<file path="config.mk">
export PLATFORM = sky130hd
export DESIGN_NAME = mdor_route_unit
export DESIGN_NICKNAME = d
export VERILOG_FILES = /design/src/rtl/mdor_pkg.sv /design/src/rtl/mdor_offset.sv /design/src/rtl/mdor_decide.sv /design/src/rtl/mdor_hold.sv /design/src/rtl/mdor_route_unit.sv
export SDC_FILE = /design/constraint.sdc
export NUM_CORES = 1
export LEC_CHECK = 0
export BUFFER_PORTS_ARGS = -buffer_cell sky130_fd_sc_hd__buf_4
export CORE_UTILIZATION = 45
export CTS_CLUSTER_DIAMETER = 40
export DETAILED_ROUTE_END_ITERATION = 8
export GPL_ROUTABILITY_DRIVEN = 0
export PLACE_DENSITY_LB_ADDON = 0.08
export SYNTH_ARGS = -nofsm -noshare
export SYNTH_HDL_FRONTEND = slang
export SYNTH_HIERARCHICAL = 1
export SYNTH_SLANG_ARGS = --single-unit
</file>
<file path="constraint.sdc">
create_clock -name clk -period 2.19 [get_ports clk]
set_input_delay 0.1095 -clock clk [delete_from_list [all_inputs] [get_ports clk]]
set_output_delay 0.1095 -clock clk [all_outputs]
set_load 0.01 [all_outputs]
</file>
<file path="src/rtl/mdor_pkg.sv">
// Package: shared encodings of the dimension-order route unit.
// Assumes the output port code is read by the neighbouring crossbar, so the
// numeric values are fixed.
package mdor_pkg;

    typedef enum logic [2:0] {
        PORT_EJECT = 3'd0,
        PORT_XPOS  = 3'd1,
        PORT_XNEG  = 3'd2,
        PORT_YPOS  = 3'd3,
        PORT_YNEG  = 3'd4
    } port_e;

endpackage

</file>
<file path="src/rtl/mdor_offset.sv">
// Module: per-dimension relative offset, destination minus current.
// Assumes both coordinates lie in 0..K-1, so one extra bit holds the signed
// difference without overflow.
module mdor_offset #(
    parameter int K    = 8,
    parameter int DIMS = 2,
    localparam int CW  = (K > 1) ? $clog2(K) : 1
) (
    input  logic [DIMS-1:0][CW-1:0] cur,
    input  logic [DIMS-1:0][CW-1:0] dst,
    output logic [DIMS-1:0][CW:0]   off
);

    for (genvar d = 0; d < DIMS; d++) begin : g_dim
        // Two's-complement difference in one dimension
        assign off[d] = {1'b0, dst[d]} - {1'b0, cur[d]};
    end

endmodule

</file>
<file path="src/rtl/mdor_decide.sv">
// Module: port choice, channel number and next-hop coordinate.
// Assumes offsets come from mdor_offset. X is resolved before Y. Channel
// bands are X in 0..K-1, Y in K..2K-1, and eject is 2K.
module mdor_decide
    import mdor_pkg::*;
#(
    parameter int K    = 8,
    localparam int CW  = (K > 1) ? $clog2(K) : 1,
    localparam int CHW = $clog2(2 * K + 1)
) (
    input  logic [CW-1:0]  cur_x,
    input  logic [CW-1:0]  cur_y,
    input  logic [CW:0]    off_x,
    input  logic [CW:0]    off_y,
    output port_e          port,
    output logic [CHW-1:0] chan,
    output logic [CW-1:0]  nxt_x,
    output logic [CW-1:0]  nxt_y
);

    localparam logic [CHW-1:0] X_TOP  = CHW'(K - 1);
    localparam logic [CHW-1:0] Y_BASE = CHW'(K);
    localparam logic [CHW-1:0] Y_TOP  = CHW'(2 * K - 1);
    localparam logic [CHW-1:0] EJ_CH  = CHW'(2 * K);

    logic [CHW-1:0] cx_w;
    logic [CHW-1:0] cy_w;

    assign cx_w = CHW'(cur_x);
    assign cy_w = CHW'(cur_y);

    // Select direction, number the channel and step the coordinate
    always_comb begin
        port  = PORT_EJECT;
        chan  = EJ_CH;
        nxt_x = cur_x;
        nxt_y = cur_y;
        if (off_x != '0) begin
            if (!off_x[CW]) begin
                port  = PORT_XPOS;
                chan  = cx_w;
                nxt_x = cur_x + CW'(1);
            end else begin
                port  = PORT_XNEG;
                chan  = X_TOP - cx_w;
                nxt_x = cur_x - CW'(1);
            end
        end else if (off_y != '0) begin
            if (!off_y[CW]) begin
                port  = PORT_YPOS;
                chan  = Y_BASE + cy_w;
                nxt_y = cur_y + CW'(1);
            end else begin
                port  = PORT_YNEG;
                chan  = Y_TOP - cy_w;
                nxt_y = cur_y - CW'(1);
            end
        end
    end

endmodule

</file>
<file path="src/rtl/mdor_hold.sv">
// Module: one-entry output register with a valid/ready handshake.
// Assumes the producer offers data combinationally. Takes new data when empty
// or when the current entry leaves in the same cycle.
module mdor_hold #(
    parameter int W = 8
) (
    input  logic         clk,
    input  logic         rst_n,
    input  logic         in_valid,
    output logic         in_ready,
    input  logic [W-1:0] in_data,
    output logic         out_valid,
    input  logic         out_ready,
    output logic [W-1:0] out_data
);

    logic load;

    assign in_ready = !out_valid || out_ready;
    assign load     = in_valid && in_ready;

    // Occupancy flag: set on load, cleared when taken
    always_ff @(posedge clk) begin
        if (!rst_n)         out_valid <= 1'b0;
        else if (load)      out_valid <= 1'b1;
        else if (out_ready) out_valid <= 1'b0;
    end

    // Payload capture on load
    always_ff @(posedge clk) begin
        if (!rst_n)    out_data <= '0;
        else if (load) out_data <= in_data;
    end

    AST_HOLD_STABLE: assert property (@(posedge clk) disable iff (!rst_n)
        out_valid && !out_ready |=> out_valid && $stable(out_data));

endmodule

</file>
<file path="src/rtl/mdor_route_unit.sv">
// Module: top of the dimension-order route unit for a k-ary 2D mesh.
// Assumes node and destination coordinates lie in 0..K-1 and there is no
// wraparound. One register stage sits between the header and the result.
module mdor_route_unit
    import mdor_pkg::*;
#(
    parameter int MESH_K = 8,
    localparam int CW    = (MESH_K > 1) ? $clog2(MESH_K) : 1,
    localparam int CHW   = $clog2(2 * MESH_K + 1)
) (
    input  logic                 clk,
    input  logic                 rst_n,
    input  logic [CW-1:0]        node_x,
    input  logic [CW-1:0]        node_y,
    input  logic                 hdr_valid,
    output logic                 hdr_ready,
    input  logic [CW-1:0]        hdr_dst_x,
    input  logic [CW-1:0]        hdr_dst_y,
    output logic                 rt_valid,
    input  logic                 rt_ready,
    output logic [2:0]           rt_port,
    output logic [CHW-1:0]       rt_chan,
    output logic signed [CW:0]   rt_off_x,
    output logic signed [CW:0]   rt_off_y,
    output logic [CW-1:0]        rt_next_x,
    output logic [CW-1:0]        rt_next_y,
    output logic [CW-1:0]        rt_dst_x,
    output logic [CW-1:0]        rt_dst_y
);

    localparam int PW = 3 + CHW + 2 * (CW + 1) + 4 * CW;

    logic [1:0][CW-1:0] cur_v;
    logic [1:0][CW-1:0] dst_v;
    logic [1:0][CW:0]   off_v;
    port_e              port_c;
    logic [CHW-1:0]     chan_c;
    logic [CW-1:0]      nx_c;
    logic [CW-1:0]      ny_c;
    logic [PW-1:0]      pay_in;
    logic [PW-1:0]      pay_out;

    assign cur_v = {node_y, node_x};
    assign dst_v = {hdr_dst_y, hdr_dst_x};

    mdor_offset #(.K(MESH_K), .DIMS(2)) u_offset (
        .cur (cur_v),
        .dst (dst_v),
        .off (off_v)
    );

    mdor_decide #(.K(MESH_K)) u_decide (
        .cur_x (node_x),
        .cur_y (node_y),
        .off_x (off_v[0]),
        .off_y (off_v[1]),
        .port  (port_c),
        .chan  (chan_c),
        .nxt_x (nx_c),
        .nxt_y (ny_c)
    );

    assign pay_in = {port_c, chan_c, off_v[0], off_v[1], nx_c, ny_c,
                     hdr_dst_x, hdr_dst_y};

    mdor_hold #(.W(PW)) u_hold (
        .clk       (clk),
        .rst_n     (rst_n),
        .in_valid  (hdr_valid),
        .in_ready  (hdr_ready),
        .in_data   (pay_in),
        .out_valid (rt_valid),
        .out_ready (rt_ready),
        .out_data  (pay_out)
    );

    assign {rt_port, rt_chan, rt_off_x, rt_off_y, rt_next_x, rt_next_y,
            rt_dst_x, rt_dst_y} = pay_out;

    AST_EJECT_AT_HOME: assert property (@(posedge clk) disable iff (!rst_n)
        rt_valid && rt_port == 3'd0 |-> rt_off_x == 0 && rt_off_y == 0);
    AST_Y_ONLY_AFTER_X: assert property (@(posedge clk) disable iff (!rst_n)
        rt_valid && (rt_port == 3'd3 || rt_port == 3'd4) |-> rt_off_x == 0);
    AST_X_CHAN_BAND: assert property (@(posedge clk) disable iff (!rst_n)
        rt_valid && (rt_port == 3'd1 || rt_port == 3'd2) |-> rt_chan < CHW'(MESH_K));
    AST_Y_CHAN_BAND: assert property (@(posedge clk) disable iff (!rst_n)
        rt_valid && (rt_port == 3'd3 || rt_port == 3'd4)
        |-> rt_chan >= CHW'(MESH_K) && rt_chan < CHW'(2 * MESH_K));
    AST_NO_OVERSHOOT: assert property (@(posedge clk) disable iff (!rst_n)
        rt_valid && rt_port == 3'd1 |-> rt_next_x <= rt_dst_x);
    AST_READY_RULE: assert property (@(posedge clk) disable iff (!rst_n)
        rt_valid && !rt_ready |-> !hdr_ready);

endmodule

</file>
==> summary.txt <==
Critical path
  – Critical Path RT: 2330 ps
  – Slowest cell on crit path: or4_1
  – Setup crit end kind: flop
  – Critical-path maximum fanout: 6
  – Worst setup path class: in2reg
  – Crit path largest cell delay: 630 ps
  – Setup crit start kind: primary input
  – Crit path DAT: 2070 ps
  – Crit path cell chain: buf_4 -> inv_1 -> ha_1 -> inv_1 -> fa_1 -> xor2_1 -> or4_1 -> o21ai_0 -> o21ai_0 -> nand2_1 -> mux2i_1

Synth
  – Yosys warnings: 6
  – Seq cells post-synth: 29
  – Mapped Avg Cell Area: 9.027 um2
  – Post-Syn Instances: 191
  – Top cells by area, synth: dfxtp_1, mux2i_1, nand2_1
  – Yosys top cell area share: 33.67%
  – Sequential cell area fraction in the yosys report: 33.67%
  – Netlist cell types: 32
  – Post-synthesis net count: 219
  – Synthesized cell area: 1724 um2
  – Yosys top cell by area: dfxtp_1

Layout
  – Register Area: 580.6 um2
  – Area of the multi-input gates: 970.9 um2
  – Final net count: 271
  – Area grow syn2layout: 26.34%
  – Final core occ: 59.50%
  – Ant diodes: 0
  – Share of cells above drive strength 1: 28.69%
  – Layout fillers: 339

Timing
  – Pins Over Slew Limit: 0
  – Final Hold Viols: 0
  – WHS: 93.34 ps
  – Shortest period the worst path allows: 1927 ps
  – RSZ-0062 raised after global routing: false
  – FMAX: 519.0 MHz
  – Final clock skew: 3.449 ps
  – Setup TNS: 0 ps
  – Final setup viols: 0
  – Fin worst setup slack: 263.1 ps
  – Rel. slew slack: 66.47%
  – Worst slew pin tran: 503.0 ps
  – Final period util: 87.98%

Hold path
  – Worst hold path type: in2reg

Power
  – Flop pwr share: 42.4%
  – Switching part of the total: 28.95%
  – Clock power share: 29.2%
  – Lkg Pwr: 1.076 nW
  – PwrDens: 645.0 nW/um2
  – Internal Power: 0.9983 mW
  – Combinational power share: 28.4%
  – Sw power: 0.4067 mW
  – Worst vdd ir: 371.7 uV

Floorplan
  – Starting Density: 47.10%
  – Die height: 63.90 um
  – Top Ports: 46
  – Number of core rows: 22
  – Die area: 4083 um2
  – Core area: 3661 um2
  – Die X-Extent: 63.90 um

GRT
  – GR Overflow Total: 0
  – First-pass GRT wire length: 5892 um
  – Vias in the first global route: 1402
  – Initial antenna violation count: 0
  – Pin count of the biggest net entering global routing: 58
  – Total GRT Usage: 18.48%

Place
  – Final HPWL DP: 2550 um
  – Pre-CTS setup slack: -15.95 ps
  – PortBufs: 45

Clocking
  – Clk buf depth: 2
  – Clock sink total: 29
  – CTS tree: built
  – Cts bufs inserted: 5
  – Post-CTS resize count: 0
  – H-tree Lvls: 2
  – Clk root buf: clkbuf_8
  – Skew-Pair Late Insertion Delay: 280 ps
  – Postcts setup bufs: 0
  – # hold bufs at CTS: 0
  – Worst-path clk slew: 60 ps

Detailed routing
  – Post-Route WL: 3363 um
  – DRC: 0
  – Vias/cell: 4.733
  – Drt wl/cell: 11.52 um
  – Via count: 1382
  – Drt pass-1 iters: 4
  – Post-route ant nets: 0
  – First-iteration detailed-routing DRC count: 20

Outcome
  – Outcome: finished, final reports clean

Job
  – Max Cap Viol: 0
Yosys cell counts:
cell and instances:
or4_1 1, dfxtp_1 29, xnor2_1 7, o22ai_1 2, buf_12 3, a21o_1 2
a21o_2 1, buf_2 2, fa_1 4, nand2b_4 1, clkbuf_1 5, ha_1 8
clkbuf_8 1, a22o_2 1, nor2b_1 1, a21boi_0 1, nor4_4 1, o21ai_0 2
nand3_1 1, nand2_4 1, nand2_1 60, nor2_1 3, inv_4 1, xor2_1 4
a31oi_1 2, and2_4 1, inv_1 14, a221o_1 1, or4_4 1, buf_6 1
nor4_1 1, mux2i_1 28
final cells by class:
| class | instances | share of cell area, % |
|---|---|---|
| inverter | 15 | 2.700 |
| clock buffer | 8 | 3.676 |
| tap | 48 | 2.757 |
| timing repair buffer | 57 | 19.64 |
| multi-input combinational | 135 | 44.57 |
| sequential | 29 | 26.65 |
kinds of logic after synthesis:
kind of cell	synth area share [%]
adder cells (fa/ha/maj)	10.45
buffers and inverters	10.01
flip-flops	33.67
XOR/XNOR	5.588
AO/OA/AOI/OAI	5.007
multiplexers	16.26
AND/OR/NAND/NOR	19.01
path summary, 6_finish.rpt:
| kind | cells after the start | endpoint | slack [ps] | from |
|---|---|---|---|---|
| worst max-delay path | 11 | u_hold/out_data[7]$_SDFFE_PN0P_ | 260 | hdr_dst_x[0] |
| worst min-delay path | 3 | u_hold/out_valid$_SDFFE_PN0P_ | 90 | hdr_valid |
| worst max register to register | 3 | u_hold/out_data[19]$_SDFFE_PN0P_ | 1000 | u_hold/out_valid$_SDFFE_PN0P_ |
| worst min register to register | 2 | u_hold/out_data[16]$_SDFFE_PN0P_ | 460 | u_hold/out_data[16]$_SDFFE_PN0P_ |
through the flow:
stage	instance area, um2	cells	total power, mW
6_report	2178	292	1.405
5_1_grt	2178	292	1.495
4_1_cts	2178	292	1.425
3_5_place_dp	2098	284	1.010
3_3_place_gp	2098	284	1.001
2_1_floorplan	1724	191	0.8720
cell usage in the layout, fill, tap and decap left out, types with 2 or more instances in the layout:
master and n:
xnor2_1 7, fa_1 4, nand2_1 60, buf_4 57
mux2i_1 28, ha_1 8, xor2_1 4, o21ai_0 2
clkbuf_1 3, dfxtp_1 29, o22ai_1 2, a21o_1 2
clkbuf_8 5, nor2_1 3, inv_1 14, a31oi_1 2
power groups by stage:
stage                     clock network, mW  logic (mW)  registers (mW)
after detailed placement                  0       0.404           0.607
after global placement                    0       0.396           0.605
after floorplan                           0       0.246           0.626
after global routing                  0.451       0.444           0.601
final                                 0.411       0.399           0.595
after CTS                             0.424       0.405           0.596
sequential cells by signal, summed over array words and instances (netlist names):
| register | flops |
|---|---|
| u_hold/out_valid | 1 |
| u_hold/out_data | 28 |
per-layer routing:
layer | track usage [%] | up-vias | share of wire (%) | routed length (um)
met5 | 0 | - | 0 | 0
met1 | 19.89 | 628 | 43 | 1443
met2 | 34.04 | 33 | 50 | 1697
li1 | - | 715 | - | -
met3 | 3.929 | 6 | 4.8 | 161
met4 | 8.523 | 0 | 1.8 | 60
worst max-delay path, delay by kind of cell:
family                     cells  cell delay, ps
AOI/OAI and AO/OA              2             300
xor gates and xnor gates       1             190
and+or+nand+nor                2             690
muxes                          1              70
adders and majority gates      2             500
buffers and inverters          3             210
Power figures use the tool's default switching activity.
